### src/rtl/pm_event_enable.sv
module pm_event_enable #(
  parameter int ADDR_W = 8,
  parameter logic [ADDR_W-1:0] REG_OFFSET = 'h02
) (
  input  logic              clk,
  input  logic              core_rst_n,
  input  logic              resume_rst_n,
  input  logic              rtc_rst_n,
  input  logic              pwrbtn_ovr,
  input  logic [ADDR_W-1:0] addr,
  input  logic              wr_en,
  input  logic [15:0]       wdata,
  output logic [15:0]       rdata,
  input  logic              tmr_sts,
  input  logic              gbl_sts,
  input  logic              pwrbtn_sts,
  input  logic              rtc_sts,
  input  logic              pcie_wake_sts,
  input  logic              sci_mode,
  output logic              sci,
  output logic              smi,
  output logic              wake
);
  localparam int B_TMR  = 0;
  localparam int B_GBL  = 5;
  localparam int B_PB   = 8;
  localparam int B_RTC  = 10;
  localparam int B_PCIE = 14;
  localparam logic [15:0] WMASK = 16'h4521;

  logic tmr_en, gbl_en, pb_en, rtc_en, pcie_dis;
  logic wr_hit;
  logic [15:0] regv;

  assign wr_hit = wr_en && (addr == REG_OFFSET);

  always_ff @(posedge clk or negedge core_rst_n)
    if (!core_rst_n) begin
      tmr_en <= 1'b0;
      gbl_en <= 1'b0;
    end else if (wr_hit) begin
      tmr_en <= wdata[B_TMR];
      gbl_en <= wdata[B_GBL];
    end

  always_ff @(posedge clk or negedge resume_rst_n)
    if (!resume_rst_n) begin
      pb_en    <= 1'b0;
      pcie_dis <= 1'b0;
    end else if (wr_hit) begin
      pb_en    <= wdata[B_PB];
      pcie_dis <= wdata[B_PCIE];
    end

  always_ff @(posedge clk or negedge rtc_rst_n)
    if (!rtc_rst_n)      rtc_en <= 1'b0;
    else if (pwrbtn_ovr) rtc_en <= 1'b0;
    else if (wr_hit)     rtc_en <= wdata[B_RTC];

  always_comb begin
    regv         = '0;
    regv[B_TMR]  = tmr_en;
    regv[B_GBL]  = gbl_en;
    regv[B_PB]   = pb_en;
    regv[B_RTC]  = rtc_en;
    regv[B_PCIE] = pcie_dis;
  end

  assign rdata = (addr == REG_OFFSET) ? regv : 16'h0000;

  logic steer_hit;
  assign steer_hit = (tmr_en & tmr_sts) | (pb_en & pwrbtn_sts) | (rtc_en & rtc_sts);
  assign sci  = (steer_hit & sci_mode) | (gbl_en & gbl_sts);
  assign smi  = steer_hit & ~sci_mode;
  assign wake = (rtc_en & rtc_sts) | pwrbtn_sts | (pcie_wake_sts & ~pcie_dis);

  logic all_rst_n;
  assign all_rst_n = core_rst_n & resume_rst_n & rtc_rst_n;


  write_lands_chk: assert property (@(posedge clk) disable iff (!all_rst_n)
    (wr_hit && !pwrbtn_ovr) |=> (rdata == ((addr == REG_OFFSET) ? ($past(wdata) & WMASK) : 16'h0000)));


  rtc_hold_chk: assert property (@(posedge clk) disable iff (!rtc_rst_n)
    (!wr_hit && !pwrbtn_ovr) |=> $stable(rtc_en));


  smi_mode_chk: assert property (@(posedge clk) disable iff (!all_rst_n)
    smi |-> !sci_mode);


  gbl_sci_chk: assert property (@(posedge clk) disable iff (!all_rst_n)
    (gbl_en && gbl_sts) |-> sci);


  pb_wake_chk: assert property (@(posedge clk) disable iff (!all_rst_n)
    pwrbtn_sts |-> wake);


  pcie_no_irq_chk: assert property (@(posedge clk) disable iff (!all_rst_n)
    (pcie_wake_sts && !tmr_sts && !gbl_sts && !pwrbtn_sts && !rtc_sts) |-> (!sci && !smi));
endmodule

### config.mk
export PLATFORM = sky130hd
export DESIGN_NAME = pm_event_enable
export DESIGN_NICKNAME = d
export VERILOG_FILES = /design/src/rtl/pm_event_enable.sv
export SDC_FILE = /design/constraint.sdc
export NUM_CORES = 1
export LEC_CHECK = 0
export ABC_AREA = 1
export BUFFER_PORTS_ARGS = -buffer_cell sky130_fd_sc_hd__buf_4
export CORE_MARGIN = 2
export CORE_UTILIZATION = 30
export DETAILED_ROUTE_END_ITERATION = 10
export MAX_ROUTING_LAYER = met4
export PLACE_DENSITY = 0.74
export SYNTH_ARGS = -nofsm -noshare
export SYNTH_HDL_FRONTEND = slang
export SYNTH_SLANG_ARGS = --single-unit
### constraint.sdc
create_clock -name clk -period 1 [get_ports clk]
set_input_delay 0.1 -clock clk [delete_from_list [all_inputs] [get_ports clk]]
set_output_delay 0.1 -clock clk [all_outputs]
set_load 0.05 [all_outputs]
==> results by group, run 1 <==
Finish
  • Area growth syn-to-layout: 100.8%
  • N_diodes: 0
  • Nets: 161
  • Layout Cell Area excl Fill: 919.6 sq um
  • Fillers: 128
  • Layout cell share with drive strength beyond 1: 0.5323

Outcome
  • Status: finished with violations
  • Failing checks: setup timing

Drt
  • Post-DRT Antenna Nets: 0
  • Post-DR wirelength/cell: 9.721 microns
  • DRT Pass-1 Iters: 4
  • Residual DRC count: 0
  • Via count: 586
  • Final WL: 1361 microns
  • Vias per cell: 4.186
  • Initial drt markers: 10

Critical path
  • Worst path slowest cell: dfrtp_1
  • CP Class: flop to primary output
  • Critical Path RT: 0.90 ns
  • CP max FO: 2
  • WP data arrival: 1.22 ns
  • Startpoint types: flop
  • Worst setup EP type: primary output
  • CP peak stage delay: 0.36 ns
  • CP Cell Sequence: inv_2 -> o211ai_1 -> nand2_1 -> clkinvlp_4 -> buf_8

STA
  • Max Slew Vio Count: 0
  • Final Hold Fails: 0
  • Final Skew: 0 ns
  • Final setup viols: 7
  • Setup ws final: -0.3234 ns
  • RSZ-0062 raised after global routing: true
  • Total negative slack: -0.9209 ns
  • Final worst path period need: 1.323 ns
  • Max Clk Rate: 755.6 MHz
  • Post-route clock period utilization: 1.323

Synth
  • Synth cell types: 12
  • Synth Register Bits: 5
  • Synth Instances: 76
  • Synth warn: 0
  • Syn Area/Cell: 6.026 sq um
  • Seq/Total Area, Yosys: 0.2732
  • Mapped cell area: 457.9 sq um

Global routing
  • Pin count of the biggest net entering global routing: 7
  • Vias in the first global route: 541
  • First-pass GRT wire length: 2277 microns
  • Tot GR Track Use: 0.1779
  • Initial antenna violation count: 0
  • Grt ovf: 0

Clocking
  • Skew-Pair Late Insertion Delay: 0.25 ns
  • Number of clock sinks: 5
  • Reg clk slew, reported paths: 0.05 ns
  • Max Root-Sink Buffers: 2
  • CTS buffer count: 3
  • H-tree depth: 1
  • TritonCTS clock tree: yes
  • Root Driver: clkbuf_4

Die
  • Die Y: 43.07 microns
  • Starting Density: 0.3112
  • Full die area: 1855 sq um
  • Cell row count: 14
  • Core ar.: 1471 sq um
  • Top-level I/O count: 55
  • Die Wd: 43.07 microns

Worst hold path
  • Hold crit path type: primary input to flop

Flow run
  • MaxCap Viol Count: 0

Power
  • Leak: 0.4971 nW
  • Pwr dens: 824.8 nW/um^2
  • Max VDD drop: 0.4324 mV

Placed design
  • GP Congestion: 0.7042
  • Placed cell area: 726.9 sq um
  • Post-DP HPWL: 904.8 microns
  • IO Port Bufs: 32
## worst paths after layout
path | startpoint | to | slack (ns) | cells past startpoint
hold / removal | wdata[5] | gbl_en | 0.09 | 3
max in group asynchronous | core_rst_n | tmr_en | 0.71 | 2
hold reg to reg | gbl_en | gbl_en | 0.63 | 3
setup / recovery | pb_en | smi | -0.32 | 5
min in group asynchronous | rtc_rst_n | rtc_en | 0.18 | 2
setup reg to reg | rtc_en | rtc_en | 0.13 | 4
## layer usage
layer / wire length (microns) / vias up / global-route usage
met5: 0 / - / -
met4: 21 / 0 / 0.09091
met3: 114 / 2 / 0.04255
met2: 774 / 35 / 0.3273
met1: 450 / 253 / 0.1697
li1: - / 296 / -
## layout make-up
cell class / instances / area (sq um) / share of cell area
multi-input cells: 53 / 281.5 / 0.3061
well taps: 16 / 20.02 / 0.02177
clock buffers: 4 / 26.28 / 0.02857
inverters: 17 / 72.57 / 0.07891
repair buffers: 45 / 394.1 / 0.4286
flip-flops and latches: 5 / 125.1 / 0.1361
## cell usage after synthesis
library cell / instances / area (sq um)
nand2_1: 21 / 78.83
inv_1: 16 / 60.06
buf_4: 11 / 82.58
nor2_1: 10 / 37.54
nand3_1: 7 / 35.03
dfrtp_1: 5 / 125.1
conb_1: 1 / 3.750
inv_2: 1 / 3.750
nand4_1: 1 / 6.260
nor2_2: 1 / 6.260
nor2_4: 1 / 11.26
o211ai_1: 1 / 7.510
## per-stage QoR
stage	std cells	worst slack (ns)	utilization	total power, mW	hold slack [ns]
final	140	-0.3234	0.6250	0.7585	0.09285
after global routing	140	-0.4397	0.6250	0.8114	0.1071
after CTS	139	-0.3107	0.6020	0.7431	0.08851
after detailed placement	127	-0.1024	0.4940	0.4648	-0.1245
after global placement	127	-0.09012	0.4940	0.4613	-0.1242
after floorplan	86	-0.03902	-	0.3982	-0.1956
## state kept, by name (all words and copies together) (netlist names)
signal / count
pb_en: 1
pcie_dis: 1
gbl_en: 1
tmr_en: 1
rtc_en: 1
## cells by family after synthesis
group,after synthesis,share of synthesized area
buffers and inverters,28,0.3197
AO/OA/AOI/OAI,1,0.01640
flip-flops,5,0.2732
other,1,0.008189
AND/OR/NAND/NOR,41,0.3825
## power by group
part	internal, mW	switching, mW	total [mW]	leakage, nW
Sequential	0.211	0.00623	0.217	0.0691
Clock	0.152	0.0943	0.246	0.0150
Combinational	0.117	0.178	0.296	0.413
## critical path: cells and delay by family (launching register included)
family | cells | cell delay [ns]
AND/OR/NAND/NOR | 1 | 0.13
flip-flops | 1 | 0.36
buffers and inverters | 3 | 0.27
AO/OA/AOI/OAI | 1 | 0.21
## timing repair
item | 4_1_cts | 5_1_grt
gates resized for setup | 22 | 8
endpoints found under the hold margin | 5 | 0
hold buffers | 3 | 0
endpoints found under the setup margin | 8 | 8
pin swaps | 9 | 5
buffers inserted | 5 | 1
## cell usage in the layout, fill, tap and decap left out, drive strengths merged
cell type / count
buf: 42
nand2: 21
inv: 16
nor2: 12
conb: 11
nand3: 7
dfrtp: 5
clkbuf: 4
dlygate4sd3: 3
o211ai: 1
clkinvlp: 1
nand4: 1
(Power assumes the default switching activity.)
==> inputs of run 2 (changes only) <==
- CORE_UTILIZATION: 30 -> 31
- PLACE_DENSITY: 0.74 -> 0.77
==> run 2 against run 1 <==
Net effect: the run still ends with setup timing left; worst hold slack better by 0.010 ns; register-to-register slack better by 0.11 ns; routed wire length is 10% lower; clock power is 6% lower; flip-flop and latch count stayed put; fmax is 5.2% higher; cell area is 2.6% lower; final cell count is 2.1% lower; clock skew stayed put; non-clock buffer count is 2 lower; critical path type unchanged; largest cell class unchanged; highest routed layer unchanged.
==> results by group, run 2 (synthesis gave the netlist of run 1 again) <==
Clocking
  • Max Root-Sink Buffers: 2 (unchanged)
  • Root Driver: clkbuf_4 (unchanged)
  • TritonCTS clock tree: yes (unchanged)
  • CTS buffer count: 3 (unchanged)
  • Number of clock sinks: 5 (unchanged)
  • Skew-Pair Late Insertion Delay: 0.23 ns (was 0.25 ns)
  • Reg clk slew, reported paths: 0.04 ns (was 0.05 ns)
  • H-tree depth: 1 (unchanged)

STA
  • Final worst path period need: 1.258 ns (was 1.323 ns)
  • Final Skew: 0 ns (unchanged)
  • RSZ-0062 raised after global routing: true (unchanged)
  • Final Hold Fails: 0 (unchanged)
  • Post-route clock period utilization: 1.258 (was 1.323)
  • Max Clk Rate: 794.7 MHz (was 755.6 MHz)
  • Setup ws final: -0.2584 ns (was -0.3234 ns)
  • Max Slew Vio Count: 0 (unchanged)
  • Final setup viols: 6 (was 7)

Power
  • Sequential fraction of design power: 0.293 (was 0.286)
  • Sw Pwr: 0.2635 mW (was 0.2789 mW)
  • Combinational share of power: 0.393 (was 0.390)
  • Switch share: 0.3572 (was 0.3677)
  • Internal: 0.4741 mW (was 0.4796 mW)
  • Pwr dens: 823.4 nW/um^2 (was 824.8 nW/um^2)
  • Clock share of power: 0.315 (was 0.324)
  • Total power: 0.7376 mW (was 0.7585 mW)
  • Max VDD drop: 0.4635 mV (was 0.4324 mV)
  • Leak: 0.4808 nW (was 0.4971 nW)

Global routing
  • First-pass GRT wire length: 1904 microns (was 2277 microns)
  • Grt ovf: 0 (unchanged)
  • Tot GR Track Use: 0.1408 (was 0.1779)
  • Initial antenna violation count: 0 (unchanged)
  • Vias in the first global route: 519 (was 541)
  • Pin count of the biggest net entering global routing: 7 (unchanged)

Die
  • Die Wd: 42.44 microns (was 43.07 microns)
  • Top-level I/O count: 55 (unchanged)
  • Cell row count: 13 (was 14)
  • Full die area: 1801 sq um (was 1855 sq um)
  • Starting Density: 0.3433 (was 0.3112)
  • Core ar.: 1334 sq um (was 1471 sq um)
  • Die Y: 42.44 microns (was 43.07 microns)

Critical path
  • Worst R2R Start: rtc_en (unchanged)
  • Worst setup EP type: primary output (unchanged)
  • Startpoint types: flop (unchanged)
  • CP Cell Sequence: inv_2 -> o211ai_1 -> nand2_1 -> clkinvlp_4 -> buf_6 (was inv_2 -> o211ai_1 -> nand2_1 -> clkinvlp_4 -> buf_8)
  • WP data arrival: 1.16 ns (was 1.22 ns)
  • CP Class: flop to primary output (unchanged)
  • Reg2Reg Capture Point: rtc_en (unchanged)
  • Worst reg-to-reg path cell count: 3 (was 4)
  • Critical Path RT: 0.90 ns (about the same)
  • CP max FO: 2 (unchanged)
  • Worst path slowest cell: dfrtp_1 (unchanged)
  • R2r setup slk: 0.24 ns (was 0.13 ns)
  • CP peak stage delay: 0.35 ns (was 0.36 ns)

Drt
  • Post-DR wirelength/cell: 8.920 microns (was 9.721 microns)
  • Residual DRC count: 0 (unchanged)
  • DRT Pass-1 Iters: 4 (unchanged)
  • Vias per cell: 4.088 (was 4.186)
  • Post-DRT Antenna Nets: 0 (unchanged)
  • Initial drt markers: 11 (was 10)
  • Final WL: 1222 microns (was 1361 microns)
  • Via count: 560 (was 586)

Placed design
  • IO Port Bufs: 32 (unchanged)
  • Placed cell area: 733.2 sq um (was 726.9 sq um)
  • Post-DP HPWL: 920.6 microns (was 904.8 microns)
  • GP Congestion: 0.7779 (was 0.7042)

Outcome
  • Status: finished with violations (unchanged)
  • Failing checks: setup timing (unchanged)

Finish
  • Commonest non-fill, non-tap cell in the layout: buf_4 (unchanged)
  • Fillers: 122 (was 128)
  • Nets: 159 (was 161)
  • Area growth syn-to-layout: 95.63% (was 100.8%)
  • Layout Cell Area excl Fill: 895.9 sq um (was 919.6 sq um)
  • Commonest non-fill, non-tap cells in the layout: buf_4, nand2_1, inv_1, conb_1, buf_6 (was buf_4, nand2_1, conb_1)
  • N_diodes: 0 (unchanged)
  • Layout cell share with drive strength beyond 1: 0.5164 (was 0.5323)

Flow run
  • MaxCap Viol Count: 0 (unchanged)

Worst hold path
  • WHS Endpoint: gbl_en (unchanged)
  • Hold crit path type: primary input to flop (unchanged)
  • Hold depth: 3 (unchanged)
  • Hold path start: wdata[5] (unchanged)
## run 2: cell types whose count changed in the layout (fill, tap and decap cells not counted)
| cell | before | now |
|---|---|---|
| inv_4 | 2 | 1 |
| buf_8 | 3 | 1 |
| nor2_4 | 6 | 7 |
| buf_6 | 7 | 9 |
| nand3_1 | 6 | 7 |
| inv_1 | 10 | 11 |
| nor2_1 | 3 | 2 |
| buf_4 | 32 | 30 |
| nand3_2 | 1 | 0 |
## run 2: worst max-delay path, delay by kind of cell, from the launching register on
| family | cells | cell delay (ns) |
|---|---|---|
| flops | 1 | 0.35 |
| simple gates | 1 | 0.12 |
| buf+inv | 3 | 0.27 |
| compound gates | 1 | 0.19 |
## run 2: routing by layer
layer  wire (microns)  global-route usage
met5                0                   -
met4               15             0.07500
met3               98             0.01724
met2              682              0.2554
met1              425              0.1458
## run 2: area by class of cell
cell class              count  area, sq um  area share
clock buffers               4        26.28     0.02933
inverters                  17        70.07     0.07821
multi-input cells          53        284.0      0.3170
flip-flops and latches      5        125.1      0.1397
well taps                  15        18.77     0.02095
repair buffers             43        371.6      0.4148
## run 2: per-stage QoR
step                std cells  hold slack (ns)  utilization  setup TNS, ns  setup WS [ns]
global placement          127          -0.1242       0.5497       -0.06990       -0.05302
global route              137          0.09436       0.6717         -1.376        -0.3181
finish                    137           0.1028       0.6717        -0.9268        -0.2584
detailed placement        127          -0.1237       0.5497        -0.1320       -0.04822
CTS                       136          0.09752       0.6445        -0.8314        -0.2726
floorplan                  86          -0.1956            -        -0.1561       -0.03902
## run 2: power by group through the flow
stage               combinational [mW]  sequential, mW  clock [mW]
finish                           0.290           0.216       0.232
detailed placement               0.248           0.218           0
CTS                              0.275           0.215       0.240
global placement                 0.245           0.218           0
floorplan                        0.181           0.217           0
global route                     0.308           0.217       0.254
## run 2: worst max path at each step
stage | from | end | slack (ns)
floorplan | addr[3] | rdata[0] | -0.04
global placement | pb_en | smi | -0.05
detailed placement | pb_en | smi | -0.05
CTS | pb_en | smi | -0.27
global route | pb_en | smi | -0.32
finish | pb_en | smi | -0.26
## run 2: what timing repair did
item                                    CTS  global route
hold buffers                              3             0
pin swaps                                 6             5
endpoints found under the setup margin    8             8
gates resized for setup                  18             9
setup buffers                             3             1
endpoints found under the hold margin     5             0
==> inputs of run 3 (changes only) <==
- ABC_AREA: 1 -> not set
- CORE_UTILIZATION: 31 -> 29
- GPL_TIMING_DRIVEN: not set -> 0
- PLACE_DENSITY: 0.77 -> 0.76
==> run 3 against run 2 <==
Net effect: the flow still finishes with violations (setup timing); via count fell by 25%; clock power down 4%; area after synthesis is 10% lower; synthesized cell count down 46%; flip-flop and latch count is the same; register-to-register slack about the same; combinational power barely moved; total power decreased by 1.1%.
==> results by group, run 3 <==
Global routing
  • Grt ovf: 0 (unchanged)
  • First-pass GRT wire length: 1731 microns (was 1904 microns)
  • Pin count of the biggest net entering global routing: 6 (was 7)
  • Tot GR Track Use: 0.1343 (was 0.1408)
  • Initial antenna violation count: 0 (unchanged)
  • Vias in the first global route: 434 (was 519)

Critical path
  • Critical Path RT: 0.90 ns (about the same)
  • CP peak stage delay: 0.39 ns (was 0.35 ns)
  • CP max FO: 3 (was 2)
  • Worst setup EP type: primary output (unchanged)
  • Worst path slowest cell: dfrtp_1 (unchanged)
  • Worst R2R Start: tmr_en (was rtc_en)
  • CP Cell Sequence: a222oi_1 -> buf_4 -> o21ai_2 -> buf_6 (was inv_2 -> o211ai_1 -> nand2_1 -> clkinvlp_4 -> buf_6)
  • WP data arrival: 1.32 ns (was 1.16 ns)
  • CP Launch Point: tmr_en (was pb_en)
  • CP Class: flop to primary output (unchanged)
  • Startpoint types: flop (unchanged)

Synth
  • Synth Register Bits: 5 (unchanged)
  • Synth cell types: 18 (was 12)
  • Ys async rst share: 1.000 (unchanged)
  • Post-synth top flop: dfrtp_1 (unchanged)
  • Yosys top cell area share: 0.3049 (was 0.2732)
  • Synth warn: 0 (unchanged)
  • Synth Instances: 41 (was 76)
  • Synth top cells by count: buf_4, and2_1, dfrtp_1, mux2_1 (was nand2_1, inv_1, buf_4, nor2_1, nand3_1)
  • Most frequent cell after synthesis: buf_4 (was nand2_1)
  • Mux contribution to synthesized area: 0.1341 (was 0)
  • Syn Area/Cell: 10.01 sq um (was 6.026 sq um)
  • Largest cells by area after synthesis: dfrtp_1, buf_4, mux2_1 (was dfrtp_1, buf_4, nand2_1)
  • Seq/Total Area, Yosys: 0.3049 (was 0.2732)
  • Largest area contributor in the netlist: dfrtp_1 (unchanged)
  • Post-Synth Simple-Gate Area: 0.2713 (was 0.3825)
  • Main combinational cell family by area after synthesis: simple AND/OR/NAND/NOR gates (unchanged)
  • Adder-cell share of the synthesized area: 0 (unchanged)
  • Mapped cell area: 410.4 sq um (was 457.9 sq um)
  • Complex-gate fraction of the synthesized area: 0.06098 (was 0.01639)
  • Post-synth EDFFs: 0 (unchanged)
  • Synth Area in XOR/XNOR: 0 (unchanged)

Drt
  • Residual DRC count: 0 (unchanged)
  • Post-DR wirelength/cell: 8.879 microns (was 8.920 microns)
  • Vias per cell: 3.935 (was 4.088)
  • Post-DRT Antenna Nets: 0 (unchanged)
  • Final WL: 950 microns (was 1222 microns)
  • DRT Pass-1 Iters: 4 (unchanged)
  • Via count: 421 (was 560)
  • Initial drt markers: 5 (was 11)

Clocking
  • Reg clk slew, reported paths: 0.04 ns (about the same)
  • Max Root-Sink Buffers: 2 (unchanged)
  • TritonCTS clock tree: yes (unchanged)
  • CTS buffer count: 3 (unchanged)
  • Skew-Pair Late Insertion Delay: 0.23 ns (about the same)
  • Root Driver: clkbuf_4 (unchanged)
  • H-tree depth: 1 (unchanged)
  • Number of clock sinks: 5 (unchanged)

Flow run
  • MaxCap Viol Count: 0 (unchanged)

Finish
  • Commonest non-fill, non-tap cell in the layout: buf_4 (unchanged)
  • Nets: 129 (was 159)
  • Layout cell share with drive strength beyond 1: 0.6848 (was 0.5164)
  • Area growth syn-to-layout: 113.1% (was 95.63%)
  • Final non-filler cell total: 107 (was 137)
  • N_diodes: 0 (unchanged)
  • Commonest non-fill, non-tap cells in the layout: buf_4, conb_1, buf_6 (was buf_4, nand2_1, inv_1, conb_1, buf_6)

Power
  • Max VDD drop: 0.9163 mV (was 0.4635 mV)
  • Pwr dens: 834.2 nW/um^2 (was 823.4 nW/um^2)
  • Leak: 0.4777 nW (was 0.4808 nW)

Placed design
  • IO Port Bufs: 32 (unchanged)
  • Placed insts: 98 (was 127)
  • GP Congestion: 0.6305 (was 0.7779)

Outcome
  • Status: finished with violations (unchanged)
  • Failing checks: setup timing (unchanged)

Die
  • Top-level I/O count: 55 (unchanged)
  • Starting Density: 0.3115 (was 0.3433)
  • Cell row count: 13 (unchanged)
  • Full die area: 1732 sq um (was 1801 sq um)
  • Die Y: 41.62 microns (was 42.44 microns)
  • Core ar.: 1318 sq um (was 1334 sq um)
  • Die Wd: 41.62 microns (was 42.44 microns)

STA
  • Final Skew: 0 ns (unchanged)
  • Final Hold Fails: 0 (unchanged)
  • Post-route clock period utilization: 1.416 (was 1.258)
  • WHS: 0.09521 ns (was 0.1028 ns)
  • Max Clk Rate: 706.1 MHz (was 794.7 MHz)
  • Final worst path period need: 1.416 ns (was 1.258 ns)
  • Final setup viols: 8 (was 6)
  • Max Slew Vio Count: 0 (unchanged)
  • Setup ws final: -0.4163 ns (was -0.2584 ns)
  • RSZ-0062 raised after global routing: true (unchanged)

Worst hold path
  • Hold crit path type: primary input to flop (unchanged)
  • Hold path start: wdata[14] (was wdata[5])
[run 3: worst max-delay path, delay by kind of cell (launching register included)]
family	cells	cell delay, ns
AO/OA/AOI/OAI	2	0.37
buffers and inverters	2	0.33
flip-flops	1	0.39
[run 3: final cells by class]
| cell class | count | area, sq um |
|---|---|---|
| Fill cell | 118 | 442.9 |
| Timing Repair Buffer | 37 | 345.3 |
| Tap cell | 15 | 18.77 |
| Sequential cell | 5 | 125.1 |
| Clock buffer | 4 | 26.28 |
| Inverter | 2 | 7.507 |
| Buffer | 11 | 82.58 |
| Multi-Input combinational cell | 33 | 269.0 |
[run 3: metal layers]
layer,vias up,share of wire,track usage
met5,-,0,-
met4,0,0,0.01935
met3,0,0.10,0.06957
met2,21,0.59,0.2500
met1,179,0.30,0.1227
li1,221,-,-
[run 3: cell families after synthesis]
logic type             after synthesis
buffers and inverters               13
DFF                                  5
muxes                                5
other                                1
and+or+nand+nor                     14
AOI/OAI and AO/OA                    3
[run 3: final timing paths]
check	end	depth (start not counted)	slack [ns]
setup / recovery	sci	4	-0.42
hold / removal	pcie_dis	2	0.1
setup reg to reg	tmr_en	1	0.23
hold reg to reg	pcie_dis	1	0.53
max in group asynchronous	pcie_dis	2	0.73
min in group asynchronous	rtc_en	2	0.17
[run 3: timing repair]
item / 4_1_cts / 5_1_grt
buffers inserted: 2 / 1
endpoints found under the hold margin: 5 / 0
endpoints found under the setup margin: 8 / 12
pin swaps: 6 / 3
resized for setup: 19 / 2
hold buffers: 3 / 0
[run 3: stage by stage]
stage / TNS [ns] / util / cell area, sq um / setup slack, ns / power [mW]
global route: -2.141 / 0.6638 / 874.6 / -0.5233 / 0.7756
CTS: -1.615 / 0.6591 / 868.3 / -0.4152 / 0.7356
global placement: -2.637 / 0.5565 / 733.2 / -0.2724 / 0.4837
detailed placement: -2.720 / 0.5565 / 733.2 / -0.2715 / 0.4855
floorplan: -0.5812 / - / 474.2 / -0.1882 / 0.3941
finish: -1.576 / 0.6638 / 874.6 / -0.4163 / 0.7296
[run 3: power by group]
group / switching [mW] / internal [mW]
Clock: 0.0717 / 0.150
Sequential: 0.00598 / 0.211
Combinational: 0.156 / 0.134
Total: 0.234 / 0.496
